$ cat config.mk
export PLATFORM = sky130hd
export DESIGN_NAME = freq_lock_monitor
export DESIGN_NICKNAME = d
export VERILOG_FILES = /design/src/rtl/freq_lock_monitor.sv
export SDC_FILE = /design/constraint.sdc
export NUM_CORES = 1
export LEC_CHECK = 0
export CAP_MARGIN = 20
export CORE_MARGIN = 2
export CORE_UTILIZATION = 60
export DETAILED_ROUTE_END_ITERATION = 8
export MAX_ROUTING_LAYER = met4
export PLACE_DENSITY = 0.87
export SLEW_MARGIN = 10
export SYNTH_ARGS = -nofsm -noshare
export SYNTH_HDL_FRONTEND = slang
export SYNTH_SLANG_ARGS = --single-unit
$ cat constraint.sdc
create_clock -name clk -period 5.07 [get_ports clk]
set_input_delay 1.014 -clock clk [delete_from_list [all_inputs] [get_ports clk]]
set_output_delay 1.014 -clock clk [all_outputs]
set_load 0.05 [all_outputs]
$ cat src/rtl/freq_lock_monitor.sv
module freq_lock_monitor #(
  parameter int NOM_SLOW   = 3072,
  parameter int NOM_FAST   = 1536,
  parameter int TOL_SLOW   = 7,
  parameter int TOL_FAST   = 4,
  parameter int LOCK_RUN   = 4,
  parameter int UNLOCK_RUN = 2,
  parameter int TIMEOUT    = 4096,
  localparam int CW = $clog2(TIMEOUT + 1)
) (
  input  logic          clk,
  input  logic          rst_n,
  input  logic          ref_in,
  input  logic          rate_sel,
  output logic          locked,
  output logic          too_fast,
  output logic          too_slow,
  output logic          ref_missing,
  output logic [CW-1:0] last_count
);
  localparam int RMAX = (LOCK_RUN > UNLOCK_RUN) ? LOCK_RUN : UNLOCK_RUN;
  localparam int RW = $clog2(RMAX + 1);
  localparam logic [CW-1:0] SLOW_LO = CW'(NOM_SLOW - TOL_SLOW);
  localparam logic [CW-1:0] SLOW_HI = CW'(NOM_SLOW + TOL_SLOW);
  localparam logic [CW-1:0] FAST_LO = CW'(NOM_FAST - TOL_FAST);
  localparam logic [CW-1:0] FAST_HI = CW'(NOM_FAST + TOL_FAST);
  localparam logic [CW-1:0] TMO     = CW'(TIMEOUT);
  localparam logic [RW-1:0] LOCK_LAST = RW'(LOCK_RUN - 1);
  localparam logic [RW-1:0] DROP_LAST = RW'(UNLOCK_RUN - 1);

  logic          s1, s2, s3, sel_q, seen;
  logic [CW-1:0] cnt;
  logic [RW-1:0] good_run, bad_run;

  wire          rise     = s2 & ~s3;
  wire          sel_chg  = rate_sel ^ sel_q;
  wire          valid    = rise & seen & ~ref_missing;
  wire [CW-1:0] lo       = sel_q ? FAST_LO : SLOW_LO;
  wire [CW-1:0] hi       = sel_q ? FAST_HI : SLOW_HI;
  wire          in_win   = (cnt >= lo) && (cnt <= hi);
  wire          lock_hit = in_win && (good_run >= LOCK_LAST);
  wire          drop_hit = !in_win && (bad_run >= DROP_LAST);

  always_ff @(posedge clk) begin
    if (!rst_n) begin
      s1 <= 1'b0; s2 <= 1'b0; s3 <= 1'b0;
      sel_q <= 1'b0; seen <= 1'b0; cnt <= '0;
      good_run <= '0; bad_run <= '0;
      locked <= 1'b0; too_fast <= 1'b0; too_slow <= 1'b0;
      ref_missing <= 1'b0; last_count <= '0;
    end else begin
      s1 <= ref_in;
      s2 <= s1;
      s3 <= s2;
      sel_q <= rate_sel;
      if (sel_chg) begin
        seen <= 1'b0;
        cnt <= '0;
        good_run <= '0;
        bad_run <= '0;
        locked <= 1'b0;
        too_fast <= 1'b0;
        too_slow <= 1'b0;
      end else if (rise) begin
        seen <= 1'b1;
        ref_missing <= 1'b0;
        cnt <= CW'(1);
        if (valid) begin
          last_count <= cnt;
          too_fast <= cnt > hi;
          too_slow <= cnt < lo;
          if (in_win) begin
            bad_run <= '0;
            if (lock_hit) locked <= 1'b1;
            else good_run <= good_run + 1'b1;
          end else begin
            good_run <= '0;
            if (drop_hit) locked <= 1'b0;
            else bad_run <= bad_run + 1'b1;
          end
        end
      end else if (cnt == TMO) begin
        ref_missing <= 1'b1;
        locked <= 1'b0;
        too_fast <= 1'b0;
        too_slow <= 1'b0;
        good_run <= '0;
        bad_run <= '0;
      end else begin
        cnt <= cnt + 1'b1;
      end
    end
  end
endmodule

==> results.md, run 1 <==
* Nets at 268
* Avg Vias per Cell at 5.69
* Clock Pin Slew Worst Setup and Hold Paths at 120 ps
* DP Worst Slack at 2440 ps
* Layout cells sized above 1 at under 10%
* Global route overflow at 0
* Register area share after synthesis at 40.8%
* Critical R2R Launch: s3
* Clock Sinks at 41
* Synth area leader: dfxtp_1
* Syn nets at 250
* P_leak at 0.000791 uW
* Tcrit/Tclk final at 50.7%
* First-pass GRT wire length at 6500 um
* Antenna violations before repair at 0
* Synth top area share at 40.8%
* Worst IR Drop VDD at 162 uV
* Post-placement cell area at 0.00223 mm^2
* Syn Area/Cell at about 8.6 um^2
* RSZ-0062 raised after global routing: no
* Number of flops mapped to enable cells by yosys at 0
* Later-pin clock latency in the skew report at 350 ps
* Internal power at 490 uW
* Post-synth cell types at 44
* PwrDens at 266 mW/mm^2
* Area grow syn2layout at 15.9%
* Max H-tree Level at 2
* Clock Skews at 9.41 ps
* Slew HR at around 33%
* Hold Buf Count CTS at 0
* Initial core utilization at 61.2%
* Minimum clock period at 2570 ps
* Synth Flop Type: dfxtp_1
* Max clock buf depth at 2
* Buf/Inv on CP at 1
* Hold path depth at 1
* Fillers at 252
* Delay-heaviest family, CP: buffers and inverters
* Synth warn at 0
* Setup crit end kind: output pin
* First DRT Iteration DRCs at 87
* Die H at 61.9 um
* WL per Instance at 13.5 um
* Worst R2R End: last_count[4]
* Run status: finished clean
* Sequential power share at 52.9%
* Io pins at 21
* CTS root buf: clkbuf_4
* DRT Pass-1 Iters at 4
* Drc violations at 0
* CP max FO at 3
* Post-cts sizing count at 0
* Comb pwr share at between 5 and 6%
* Gr usage total at 24.1%
* Worst hold path type: reg2reg
* CP peak stage delay at between 800 and 900 ps
* Crit-path slowest cell: clkdlybuf4s50_1
* Tightest Pin Transition at between 900 and 1000 ps
* Clock share of power at 41.5%
* Site Rows at 21
* HPWL after DPL at 2880 um
* Post-synthesis cell count at 233
* Top-count cell post-synth: dfxtp_1
* Crit path depth at 1
* Gpl congestion at 0.828
* Post-route cell area at 0.00233 mm^2
* Post-DRT Antenna Nets at 0
* CP Class: reg2out
* CTS tree: yes
* Final setup vio count at 0
* Sw Share at 20.9%
* Core area at 0.00328 mm^2
* Multi-input logic area at roughly 0.0011 mm^2
* Sequential cell area at 821 um^2
* Vias at 1697
* Fin Hold WS at roughly 450 ps
* Antenna Cells at 0
* Worst path arrival time at 1560 ps
* Fmax at 389 MHz
* Net Switching at 130 uW
* Cells on worst reg2reg path at 5
* Post-route insts no fill at 298
* Critical path startpoint: ref_missing
* Max-cap violations at 0
* Req. time, crit path at 4060 ps
* Synth Register Bits at 41
* Area contributors post-synth: dfxtp_1, ha_1, a21oi_1, nand3_1, nand2_1
* Crit path to: ref_missing
* Fin. Hold Viols at 0
* Vias in the first global route at 1453
* Post-Syn Area at 0.00201 mm^2
* Inst Count DP at 290
* Ys async rst share at 0%
* Final setup margin at 2500 ps
* CP cell instances: clkdlybuf4s50_1
* Total CTS buffers at 5
* Max Slew Vio Count at 0
* Synth cell count leaders: dfxtp_1, nand2_1, nor2_1, a21oi_1, nand3_1
* Setup bufs post-CTS at 0
* DIE WIDTH at 61.9 um
* Setup TNS at 0 ps
* Final wirelength at about 4000 um
* Reg-to-reg slack, setup at ~2700 ps
* Total die area at 0.00383 mm^2
* Largest net degree at the start of global routing at 19
* IO Port Bufs at 20
* Worst setup SP type: flip-flop
[registers in the layout, summed over array words and instances, names as in the netlist, 3 cells and up]
register	count
good_run	3
bad_run	3
last_count	13
cnt	13
[cell type report]
type                    count  area share, %
clock buffers               5           1.61
clock inverters             3           2.79
inverters                   7           1.13
multi-input cells         175           47.8
flip-flops and latches     41           35.2
well taps                  46           2.47
repair buffers             21           8.92
[cells by family after synthesis]
group	Yosys count	share of synthesized area (%)
AOI/OAI and AO/OA	44	14.1
xor gates and xnor gates	12	5.23
adders and majority gates	13	8.09
buffers and inverters	17	3.74
DFF	41	40.8
muxes	1	0.560
and+or+nand+nor	105	27.5
[through the flow]
stage / util [%] / total power (uW)
3_5_place_dp: 67.8 / 369
4_1_cts: 70.9 / 626
2_1_floorplan: - / 359
5_1_grt: 70.9 / 643
6_report: 70.9 / 620
3_3_place_gp: 67.8 / 367
[layer usage]
| layer | routed length, um | global-route usage [%] |
|---|---|---|
| met1 | 1820 | 31.8 |
| met2 | 1920 | 36.8 |
| met4 | 55 | 8.21 |
| met5 | 0 | - |
| met3 | 219 | 4.97 |
[cell usage in the layout, fill, tap and decap left out, types with 2 or more instances in the layout]
master / netlist / layout
dfxtp_1: 41 / 41
nand2_1: 25 / 25
nor2_1: 24 / 24
a21oi_1: 23 / 23
nand3_1: 21 / 21
clkdlybuf4s50_1: 0 / 20
ha_1: 13 / 13
xnor2_1: 8 / 8
inv_1: 7 / 7
nor3_1: 6 / 6
and2_1: 5 / 5
clkbuf_4: 0 / 5
nor2b_1: 4 / 4
o21ai_1: 4 / 4
xor2_1: 4 / 4
nand4_1: 3 / 3
a211oi_1: 3 / 3
and4_1: 2 / 2
o21ai_0: 2 / 2
and3_1: 2 / 2
or3_1: 2 / 2
o21a_2: 2 / 2
o221a_1: 2 / 2
bufinv_16: 0 / 2
[worst min path at each step]
stage | endpoint | slack, ps | startpoint
detailed placement | s2 | 420 | s1
floorplan | s2 | 410 | s1
global placement | s2 | 420 | s1
CTS | s2 | 450 | s1
global route | s2 | 480 | s1
finish | s2 | 450 | s1
[power groups by stage]
stage               Sequential (uW)  Combinational, uW  Clock (uW)
floorplan                       334               24.3           0
global placement                335               32.2           0
detailed placement              335               33.7           0
CTS                             328               34.8         263
global route                    329               38.4         276
finish                          328               34.5         257
Note: power is estimated with default switching activity, not from simulation.
==> run 2, diff against run 1 <==
--- a/config.mk
+++ b/config.mk
@@ -7,10 +7,10 @@
 export LEC_CHECK = 0
 export CAP_MARGIN = 20
 export CORE_MARGIN = 2
-export CORE_UTILIZATION = 60
+export CORE_UTILIZATION = 50
 export DETAILED_ROUTE_END_ITERATION = 8
 export MAX_ROUTING_LAYER = met4
-export PLACE_DENSITY = 0.87
+export PLACE_DENSITY = 0.78
 export SLEW_MARGIN = 10
 export SYNTH_ARGS = -nofsm -noshare
 export SYNTH_HDL_FRONTEND = slang
==> constraint.sdc (replaced) <==
create_clock -name clk -period 2.2 [get_ports clk]
set_input_delay 0.44 -clock clk [delete_from_list [all_inputs] [get_ports clk]]
set_output_delay 0.44 -clock clk [all_outputs]
set_load 0.05 [all_outputs]
==> results.md, run 2 (synthesized netlist as in run 1, its figures left out) <==
* Layout cells sized above 1 at 15.4% (+7.5 points)
* Slew HR at 66.1% (+33 points)
* Initial core utilization at 51.0% (-10 points)
* Tcrit/Tclk final at 96.9%
* Vias at 1746 (+2.9%)
* Gr usage total at 21.4% (-2.7 points)
* Fin Hold WS at 442 ps (-7.08 ps)
* HPWL after DPL at 3130 um (+8.6%)
* Antenna violations before repair at 0 (unchanged)
* Vias in the first global route at 1515 (+4.3%)
* Req. time, crit path at 2430 ps (-1630 ps)
* Io pins at 21 (unchanged)
* Worst hold path type: reg2reg
* Minimum clock period at 2130 ps
* Max-cap violations at 0 (unchanged)
* Worst path arrival time at 2360 ps (+800 ps)
* Setup crit end kind: flip-flop
* Max Slew Vio Count at 0 (unchanged)
* Final core occ at 63.5% (-7.4 points)
* Critical R2R Launch: cnt[1]
* Clock Skews at 10.5 ps (+1.13 ps)
* Tightest Pin Transition at 506 ps (-490 ps)
* DRT Pass-1 Iters at 4 (unchanged)
* Fmax at around 470 MHz
* Core area at 0.00394 mm^2 (+20%)
* Post-DRT Antenna Nets at 0 (unchanged)
* CP Class: reg2reg
* Hold Path End: s2
* Clock Sinks at 41 (unchanged)
* HP Start: s1
* IO Port Bufs at 20 (unchanged)
* Total CTS buffers at 5 (unchanged)
* Nets at 282 (+5.2%)
* CTS root buf: clkbuf_8
* Final setup vio count at 0 (unchanged)
* Run status: finished clean
* Fin. Hold Viols at 0 (unchanged)
* First-pass GRT wire length at 7110 um (+9.4%)
* Most common cell after layout, fill and taps aside: dfxtp_1
* Max H-tree Level at 2 (unchanged)
* WL per Instance at 13.6 um (+1.1%)
* RSZ-0062 raised after global routing: yes
* Worst setup SP type: flip-flop
* Drc violations at 0 (unchanged)
* Largest net degree at the start of global routing at 16 (-3)
* CTS tree: yes
* Total die area at 0.00454 mm^2 (+19%)
* Cells on worst reg2reg path at 8 (+3)
* DIE WIDTH at 67.4 um (+8.9%)
* Global route overflow at 0 (unchanged)
* Reg-to-reg slack, setup at 70 ps (-2610 ps)
* Total power at 1490 uW (+140%)
* Worst R2R End: good_run[0]
* Clock Pin Slew Worst Setup and Hold Paths at 80 ps (-40 ps)
* Die H at 67.4 um (+8.9%)
* Hold path depth at 1 (unchanged)
* Area grow syn2layout at 24.6%
* Gpl congestion at 0.926 (+12%)
* Antenna Cells at 0 (unchanged)
* First DRT Iteration DRCs at 110 (+26%)
* Site Rows at 23 (+9.5%)
* Final wirelength at 4310 um (+7.2%)
* PwrDens at 593 mW/mm^2 (+120%)
* Later-pin clock latency in the skew report at 300 ps (-50 ps)
* Avg Vias per Cell at 5.53 (-3.0%)
* Top flop regs: cnt: 13 flops, last_count: 13 flops
* Worst IR Drop VDD at 333 uV (+110%)
* Max clock buf depth at 2 (unchanged)
* CP max FO at 8 (+5)
* P_leak at 0.000877 uW (+11%)
* Most frequent cells in the layout: dfxtp_1, nand2_1, nor2_1
-- run 2: per-layer routing --
metal / vias up / part of all wire [%] / GRT usage (%)
met5: - / 0 / -
met4: 0 / 1.7 / 9.18
met3: 7 / 4.5 / 4.50
met2: 38 / 47 / 32.1
met1: 821 / 46 / 27.9
li1: 880 / - / -
-- run 2: what timing repair did --
action                                  4_1_cts  5_1_grt
resized for setup                             0        9
hold buffers                                  0        0
endpoints found under the setup margin        0        7
buffers inserted                              0        3
-- run 2: worst max-delay path, stage by stage (launching register included) --
cell      delay (ps)
dfxtp_1          520
ha_1             300
nor2b_1          130
o21ai_0          320
a211oi_4         140
buf_4            170
nor4_4           270
o21ai_1           90
a21oi_1          110
-- run 2: worst max path at each step --
stage	startpoint	to	depth (start not counted)
2_1_floorplan	sel_q	bad_run[1]	7
3_3_place_gp	cnt[0]	bad_run[0]	8
3_5_place_dp	cnt[0]	bad_run[0]	8
4_1_cts	cnt[0]	bad_run[0]	8
5_1_grt	cnt[1]	good_run[0]	8
6_report	cnt[1]	good_run[0]	8
-- run 2: area by class of cell --
cell class / instances / area, um^2
clock inverters: 2 / 37.5
well taps: 50 / 62.6
repair buffers: 35 / 313
multi-input cells: 175 / 1160
fillers: 323 / 1440
inverters: 7 / 26.3
clock buffers: 6 / 82.6
flip-flops and latches: 41 / 823
-- run 2: through the flow --
step                      area [um^2]  setup slack [ps]  cells  TNS [ps]
after detailed placement         2310              97.3    305         0
after CTS                        2430              62.7    313         0
final                            2500              69.0    316         0
after global placement           2310               129    305         0
after global routing             2500             -46.3    316      -101
after floorplan                  2010               129    233         0
-- run 2: power breakdown --
group          internal, uW  total (uW)  switching (uW)
clock network           369         637             268
registers               748         755            6.89
logic                  38.3        93.9            55.5
total                  1160        1490             330
